**src/rtl/sram_lane_pkg.sv**
```systemverilog
package sram_lane_pkg;

  typedef enum logic [2:0] {
    ST_IDLE  = 3'd0,
    ST_READ  = 3'd1,
    ST_TURN  = 3'd2,
    ST_SETUP = 3'd3,
    ST_PULSE = 3'd4,
    ST_RECOV = 3'd5
  } seq_state_e;

  function automatic int ceil_div(input int num, input int den);
    return (num + den - 1) / den;
  endfunction

  function automatic int max2(input int a, input int b);
    return (a > b) ? a : b;
  endfunction

endpackage

```
**src/rtl/sram_lane_rstsync.sv**
```systemverilog
module sram_lane_rstsync (
  input  logic clk,
  input  logic arst_n,
  output logic srst_n
);

  logic [1:0] sync_q;

  always_ff @(posedge clk or negedge arst_n) begin
    if (!arst_n) begin
      sync_q <= 2'b00;
    end else begin
      sync_q <= {sync_q[0], 1'b1};
    end
  end

  assign srst_n = sync_q[1];

endmodule

```
**src/rtl/sram_lane_timer.sv**
```systemverilog
module sram_lane_timer #(
  parameter int CNT_W = 2
) (
  input  logic             clk,
  input  logic             rst_n,
  input  logic             load,
  input  logic [CNT_W-1:0] load_val,
  output logic             expired
);

  logic [CNT_W-1:0] cnt_q;
  logic [CNT_W-1:0] cnt_d;

  always_comb begin
    cnt_d = cnt_q;
    if (load) begin
      cnt_d = load_val;
    end else if (cnt_q != '0) begin
      cnt_d = cnt_q - 1'b1;
    end
  end

  always_ff @(posedge clk or negedge rst_n) begin
    if (!rst_n) begin
      cnt_q <= '0;
    end else begin
      cnt_q <= cnt_d;
    end
  end

  assign expired = (cnt_q == '0);

endmodule

```
**src/rtl/sram_lane_seq.sv**
```systemverilog
module sram_lane_seq
  import sram_lane_pkg::*;
#(
  parameter int CNT_W  = 2,
  parameter int RD_CYC = 2,
  parameter int WP_CYC = 2
) (
  input  logic             clk,
  input  logic             rst_n,
  input  logic             fire,
  input  logic             is_write,
  input  logic             expired,
  output seq_state_e       state_q,
  output seq_state_e       state_d,
  output logic             tmr_load,
  output logic [CNT_W-1:0] tmr_val
);

  localparam logic [CNT_W-1:0] RD_LOAD = CNT_W'(RD_CYC - 1);
  localparam logic [CNT_W-1:0] WP_LOAD = CNT_W'(WP_CYC - 1);

  always_comb begin
    state_d  = state_q;
    tmr_load = 1'b0;
    tmr_val  = '0;
    case (state_q)
      ST_IDLE: begin
        if (fire) begin
          if (is_write) begin
            state_d = ST_SETUP;
          end else begin
            state_d  = ST_READ;
            tmr_load = 1'b1;
            tmr_val  = RD_LOAD;
          end
        end
      end
      ST_READ: begin
        if (expired) begin
          state_d = ST_TURN;
        end
      end
      ST_TURN: begin
        state_d = ST_IDLE;
      end
      ST_SETUP: begin
        state_d  = ST_PULSE;
        tmr_load = 1'b1;
        tmr_val  = WP_LOAD;
      end
      ST_PULSE: begin
        if (expired) begin
          state_d = ST_RECOV;
        end
      end
      ST_RECOV: begin
        state_d = ST_IDLE;
      end
      default: begin
        state_d = ST_IDLE;
      end
    endcase
  end

  always_ff @(posedge clk or negedge rst_n) begin
    if (!rst_n) begin
      state_q <= ST_IDLE;
    end else begin
      state_q <= state_d;
    end
  end

endmodule

```
**src/rtl/sram_lane_rdcap.sv**
```systemverilog
module sram_lane_rdcap #(
  parameter int LANES  = 2,
  parameter int DATA_W = 16
) (
  input  logic              clk,
  input  logic              rst_n,
  input  logic              capture,
  input  logic [LANES-1:0]  lane_en,
  input  logic [DATA_W-1:0] bus_in,
  output logic              rsp_valid,
  output logic [DATA_W-1:0] rsp_data
);

  logic [DATA_W-1:0] masked;
  logic [DATA_W-1:0] data_d;
  logic [DATA_W-1:0] data_q;
  logic              valid_q;

  for (genvar i = 0; i < LANES; i++) begin : g_lane
    assign masked[8*i +: 8] = lane_en[i] ? bus_in[8*i +: 8] : 8'h00;
  end

  always_comb begin
    data_d = data_q;
    if (capture) begin
      data_d = masked;
    end
  end

  always_ff @(posedge clk or negedge rst_n) begin
    if (!rst_n) begin
      valid_q <= 1'b0;
      data_q  <= '0;
    end else begin
      valid_q <= capture;
      data_q  <= data_d;
    end
  end

  assign rsp_valid = valid_q;
  assign rsp_data  = data_q;

endmodule

```
**src/rtl/sram_lane_ctrl.sv**
```systemverilog
module sram_lane_ctrl
  import sram_lane_pkg::*;
#(
  parameter int ADDR_W  = 18,
  parameter int DATA_W  = 16,
  parameter int CLK_NS  = 10,
  parameter int T_RC_NS = 12,
  parameter int T_AA_NS = 12,
  parameter int T_WP_NS = 8,
  parameter int T_WC_NS = 12
) (
  input  logic                  clk,
  input  logic                  rst_n,
  input  logic                  req_valid,
  output logic                  req_ready,
  input  logic                  req_write,
  input  logic [ADDR_W-1:0]     req_addr,
  input  logic [DATA_W-1:0]     req_wdata,
  input  logic [DATA_W/8-1:0]   req_mask,
  output logic                  rsp_valid,
  output logic [DATA_W-1:0]     rsp_data,
  output logic [ADDR_W-1:0]     mem_addr,
  output logic                  mem_cs_n,
  output logic                  mem_oe_n,
  output logic                  mem_we_n,
  output logic [DATA_W/8-1:0]   mem_bs_n,
  output logic [DATA_W-1:0]     mem_dq_o,
  output logic                  mem_dq_oe,
  input  logic [DATA_W-1:0]     mem_dq_i
);

  localparam int LANES  = DATA_W / 8;
  localparam int RD_CYC = ceil_div(max2(T_RC_NS, T_AA_NS), CLK_NS);
  localparam int WP_CYC = max2(ceil_div(T_WP_NS, CLK_NS), ceil_div(T_WC_NS, CLK_NS));
  localparam int CNT_W  = $clog2(max2(RD_CYC, WP_CYC) + 1);

  logic             srst_n;
  logic             fire;
  logic             expired;
  logic             tmr_load;
  logic [CNT_W-1:0] tmr_val;
  seq_state_e       state_q;
  seq_state_e       state_d;
  logic             capture;

  logic [ADDR_W-1:0] addr_q,  addr_d;
  logic [DATA_W-1:0] wdata_q, wdata_d;
  logic [LANES-1:0]  mask_q,  mask_d;

  logic             active_d;
  logic             drive_d;
  logic             cs_n_q,  cs_n_d;
  logic             oe_n_q,  oe_n_d;
  logic             we_n_q,  we_n_d;
  logic [LANES-1:0] bs_n_q,  bs_n_d;
  logic             doe_q,   doe_d;
  logic             ready_q, ready_d;

  sram_lane_rstsync u_rstsync (
    .clk    (clk),
    .arst_n (rst_n),
    .srst_n (srst_n)
  );

  assign fire = req_valid && ready_q;

  sram_lane_timer #(
    .CNT_W (CNT_W)
  ) u_timer (
    .clk      (clk),
    .rst_n    (srst_n),
    .load     (tmr_load),
    .load_val (tmr_val),
    .expired  (expired)
  );

  sram_lane_seq #(
    .CNT_W  (CNT_W),
    .RD_CYC (RD_CYC),
    .WP_CYC (WP_CYC)
  ) u_seq (
    .clk      (clk),
    .rst_n    (srst_n),
    .fire     (fire),
    .is_write (req_write),
    .expired  (expired),
    .state_q  (state_q),
    .state_d  (state_d),
    .tmr_load (tmr_load),
    .tmr_val  (tmr_val)
  );

  // Request capture, enabled by acceptance
  always_comb begin
    addr_d  = addr_q;
    wdata_d = wdata_q;
    mask_d  = mask_q;
    if (fire) begin
      addr_d  = req_addr;
      wdata_d = req_wdata;
      mask_d  = req_mask;
    end
  end

  // Pin values follow the next state so that every pin leaves a flop
  always_comb begin
    active_d = (state_d == ST_READ)  || (state_d == ST_SETUP) ||
               (state_d == ST_PULSE) || (state_d == ST_RECOV);
    drive_d  = (state_d == ST_SETUP) || (state_d == ST_PULSE) ||
               (state_d == ST_RECOV);
    cs_n_d   = !active_d;
    oe_n_d   = (state_d != ST_READ);
    we_n_d   = (state_d != ST_PULSE);
    doe_d    = drive_d;
    ready_d  = (state_d == ST_IDLE);
  end

  for (genvar i = 0; i < LANES; i++) begin : g_bs
    assign bs_n_d[i] = !(active_d && mask_d[i]);
  end

  always_ff @(posedge clk or negedge srst_n) begin
    if (!srst_n) begin
      addr_q  <= '0;
      wdata_q <= '0;
      mask_q  <= '0;
      cs_n_q  <= 1'b1;
      oe_n_q  <= 1'b1;
      we_n_q  <= 1'b1;
      bs_n_q  <= '1;
      doe_q   <= 1'b0;
      ready_q <= 1'b0;
    end else begin
      addr_q  <= addr_d;
      wdata_q <= wdata_d;
      mask_q  <= mask_d;
      cs_n_q  <= cs_n_d;
      oe_n_q  <= oe_n_d;
      we_n_q  <= we_n_d;
      bs_n_q  <= bs_n_d;
      doe_q   <= doe_d;
      ready_q <= ready_d;
    end
  end

  assign capture = (state_q == ST_READ) && expired;

  sram_lane_rdcap #(
    .LANES  (LANES),
    .DATA_W (DATA_W)
  ) u_rdcap (
    .clk       (clk),
    .rst_n     (srst_n),
    .capture   (capture),
    .lane_en   (mask_q),
    .bus_in    (mem_dq_i),
    .rsp_valid (rsp_valid),
    .rsp_data  (rsp_data)
  );

  assign req_ready = ready_q;
  assign mem_addr  = addr_q;
  assign mem_cs_n  = cs_n_q;
  assign mem_oe_n  = oe_n_q;
  assign mem_we_n  = we_n_q;
  assign mem_bs_n  = bs_n_q;
  assign mem_dq_o  = wdata_q;
  assign mem_dq_oe = doe_q;

endmodule

```
**config.mk**
```make
export PLATFORM = sky130hd
export DESIGN_NAME = sram_lane_ctrl
export DESIGN_NICKNAME = d
export VERILOG_FILES = /design/src/rtl/sram_lane_pkg.sv /design/src/rtl/sram_lane_rstsync.sv /design/src/rtl/sram_lane_timer.sv /design/src/rtl/sram_lane_seq.sv /design/src/rtl/sram_lane_rdcap.sv /design/src/rtl/sram_lane_ctrl.sv
export SDC_FILE = /design/constraint.sdc
export NUM_CORES = 1
export LEC_CHECK = 0
export ABC_CLOCK_PERIOD_IN_PS = 2500
export CAP_MARGIN = 20
export CORE_MARGIN = 3
export CORE_UTILIZATION = 42
export DETAILED_ROUTE_END_ITERATION = 10
export GPL_ROUTABILITY_DRIVEN = 0
export GPL_TIMING_DRIVEN = 0
export PLACE_DENSITY = 0.86
export SETUP_SLACK_MARGIN = 0.15
export SLEW_MARGIN = 20
export SYNTH_ARGS = -nofsm -noshare
export SYNTH_HDL_FRONTEND = slang
export SYNTH_SLANG_ARGS = --single-unit
```
**constraint.sdc**
```tcl
create_clock -name clk -period 2.5 [get_ports clk]
set_clock_uncertainty 0.2 [all_clocks]
set_input_delay 0.75 -clock clk [delete_from_list [all_inputs] [get_ports clk]]
set_output_delay 0.75 -clock clk [all_outputs]
set_load 0.01 [all_outputs]
```
==> results.sh <==
export IMPL_outcome="finished clean"
export IMPL_setup_worst_path_start_class="flop"
export IMPL_ios=114
export IMPL_reg2reg_from="u_timer.cnt_q[0]"
export IMPL_syn_inst=204
export IMPL_clockBufferDepth=2
export IMPL_finish_instance_area_um2=4070
export IMPL_crit_path_max_fanout=4
export IMPL_max_vdd_ir_drop_v=0.000677
export IMPL_synth_avg_cell_area_um2=13.0
export IMPL_drtIter0Drc=70
export IMPL_port_buffers=113
export IMPL_synthDistinctLibCells=33
export IMPL_worst_r2r_path_depth=7
export IMPL_clockRootBuffer="clkbuf_8"
export IMPL_antenna_found_initial=0
export IMPL_routed_wl_um=5920
export IMPL_area_delta_synth_final_pct=53.9
export IMPL_final_cell_mix="108 x clkdlybuf4s50_1, 61 x dfrtp_1, 38 x nand2_1"
export IMPL_grt_pass1_wl_um=9790
export IMPL_worstPathRequired_ns=1.55
export IMPL_antenna_left=0
export IMPL_crit_end="req_ready"
export IMPL_path_class="flop to output port"
export IMPL_finalSetupViolCount=0
export IMPL_start_util=0.439
export IMPL_grt_overflow_total=0
export IMPL_max_freq_mhz=445
export IMPL_dr_pass1_iters=4
export IMPL_crit_path_cell_trace="clkdlybuf4s50_1"
export IMPL_cts_made_buffers=9
export IMPL_clock_sinks=67
export IMPL_final_common_cell="clkdlybuf4s50_1"
export IMPL_fin_crit_sh=0.898
export IMPL_post_dp_cell_area_um2=3890
export IMPL_synthArstFlopShare=1.00
export IMPL_worstSetupEndpointType="output port"
export IMPL_yosysSeqAreaShare=0.637
export IMPL_netlist_area_um2=2640
export IMPL_cp_depth=1
export IMPL_cp_startpoint="req_ready"
export IMPL_die_w_um=85.3
export IMPL_synth_edf_count=0
export IMPL_worstPathArrival_ns=1.29
export IMPL_rr_endpoint="u_rdcap.rsp_data[0]"
export IMPL_r2r_slack_ns=0.87
export IMPL_die_area_um2=7280
export IMPL_rows=28
export IMPL_drv_cap=0
export IMPL_timing_hold_ws_ns=0.0240
export IMPL_cp_slowest_cell="clkdlybuf4s50_1"
export IMPL_max_stage_delay_ns=0.57
export IMPL_drive_gt1_frac=0.207
export IMPL_power_density_nw_per_um2=1230
export IMPL_grt_total_usage=0.173
export IMPL_hold_class="flop to asynchronous set/reset pin"
export IMPL_post_route_util=0.675
export IMPL_via_per_inst=4.78
export IMPL_drt_wirelength_per_cell_um=14.5
export IMPL_path_clk_slew_ns=0.07
export IMPL_ys_flop_type="dfrtp_1"
export IMPL_syn_nets=261
export IMPL_grt_pass1_vias=2098
export IMPL_h_tree_depth=3
export IMPL_antenna_diode_count=0
export IMPL_coreArea_um2=6030
export IMPL_p_leak_nw=1.77
export IMPL_drv_slew=0
export IMPL_worst_slack_ns=0.255
export IMPL_place_ws_ns=0.0627
export IMPL_cts_tree="yes"
export IMPL_finalCriticalPeriod_ns=2.24
export IMPL_dpl_hpwl_um=4460
export IMPL_crit_buf_inv=1
export IMPL_remaining_drc_errors=0
export IMPL_nNetsFinal=386
export IMPL_route_vias_total=1957
export IMPL_die_h_um=85.3
export IMPL_yosys_register_bits=67
export IMPL_clk_latency_ns=0.33
export IMPL_ys_warnings_count=0
export IMPL_cts_setup_buffers=0
export IMPL_grt_max_degree=43
export IMPL_path_delay_family="buffers and inverters"
export IMPL_rsz0062_at_grt="false"
export IMPL_hold_violations=0
[synthesized netlist by cell type (2+ instances only)]
library cell	number	area share
dfstp_2	5	0.050
nor2b_1	3	0.0071
o21ai_0	17	0.032
inv_1	3	0.0043
buf_2	7	0.013
nand3_1	2	0.0038
dfrtp_1	62	0.59
a21oi_1	4	0.0076
nor2_1	4	0.0057
mux2_4	9	0.051
nor3_1	3	0.0057
nand2_1	38	0.054
mux2_2	27	0.12
[cells by family (layout without fill, tap and decap cells)]
group / count (synthesis) / after routing / synth area share
fa+ha+maj: 1 / 1 / 0.00473
other cells: 1 / 1 / 0.00142
xor+xnor: 1 / 1 / 0.00331
buf+inv: 15 / 145 / 0.0322
mux: 36 / 36 / 0.166
simple gates: 57 / 57 / 0.103
flops: 67 / 67 / 0.637
compound gates: 26 / 26 / 0.0525
[power by group]
part	internal, mW	leakage, nW	switching (mW)
sequential	1.62	0.809	0.267
clock	0.410	0.0932	0.371
combinational	1.38	0.868	0.943
[area by class of cell]
| type | count | area, um^2 |
|---|---|---|
| multi-input cells | 122 | 876 |
| clock buffers | 13 | 159 |
| inverters | 3 | 11.3 |
| well taps | 75 | 93.8 |
| clock inverters | 3 | 15.0 |
| flip-flops and latches | 67 | 1690 |
| plain buffers | 12 | 73.8 |
| repair buffers | 114 | 1150 |
| fillers | 457 | 1960 |
[state kept, by name, summed over array words and instances, names as in the netlist]
register / count
mem_addr: 18
mem_dq_o: 16
u_rdcap.rsp_data: 16
u_seq.state_q: 3
mask_q: 2
mem_bs_n: 2
u_rstsync.sync_q: 2
u_timer.cnt_q: 2
mem_cs_n: 1
mem_dq_oe: 1
mem_oe_n: 1
mem_we_n: 1
req_ready: 1
u_rdcap.rsp_valid: 1
[how the worst min path moves through the flow]
stage          depth (start not counted)                start                   to
3_5_place_dp                           0  u_rstsync.sync_q[1]          mem_dq_o[4]
5_1_grt                                0  u_rstsync.sync_q[1]          mem_addr[5]
6_report                               0  u_rstsync.sync_q[1]         mem_addr[17]
4_1_cts                                0  u_rstsync.sync_q[1]         mem_addr[17]
2_1_floorplan                          0  u_rstsync.sync_q[0]  u_rstsync.sync_q[1]
3_3_place_gp                           0  u_rstsync.sync_q[0]  u_rstsync.sync_q[1]
[through the flow]
| step | TNS (ns) | total power, mW | std cells |
|---|---|---|---|
| after global routing | 0 | 5.34 | 409 |
| final | 0 | 4.99 | 409 |
| after CTS | 0 | 5.07 | 409 |
| after floorplan | 0 | 3.04 | 204 |
| after detailed placement | 0 | 4.28 | 393 |
| after global placement | -24.23 | 4.19 | 392 |
[routing by layer]
layer	GRT usage	vias up	part of all wire
li1	-	932	-
met1	0.209	944	0.39
met2	0.290	76	0.51
met3	0.0524	5	0.081
met4	0.0691	0	0.010
met5	0	-	0
[timing repair]
item / 4_1_cts / 5_1_grt
hold buffers: 0 / 0
pin swaps: 0 / 0
cloned: 0 / 0
endpoints found under the setup margin: 3 / 2
gates resized for setup: 3 / 2
(Power assumes the default switching activity.)
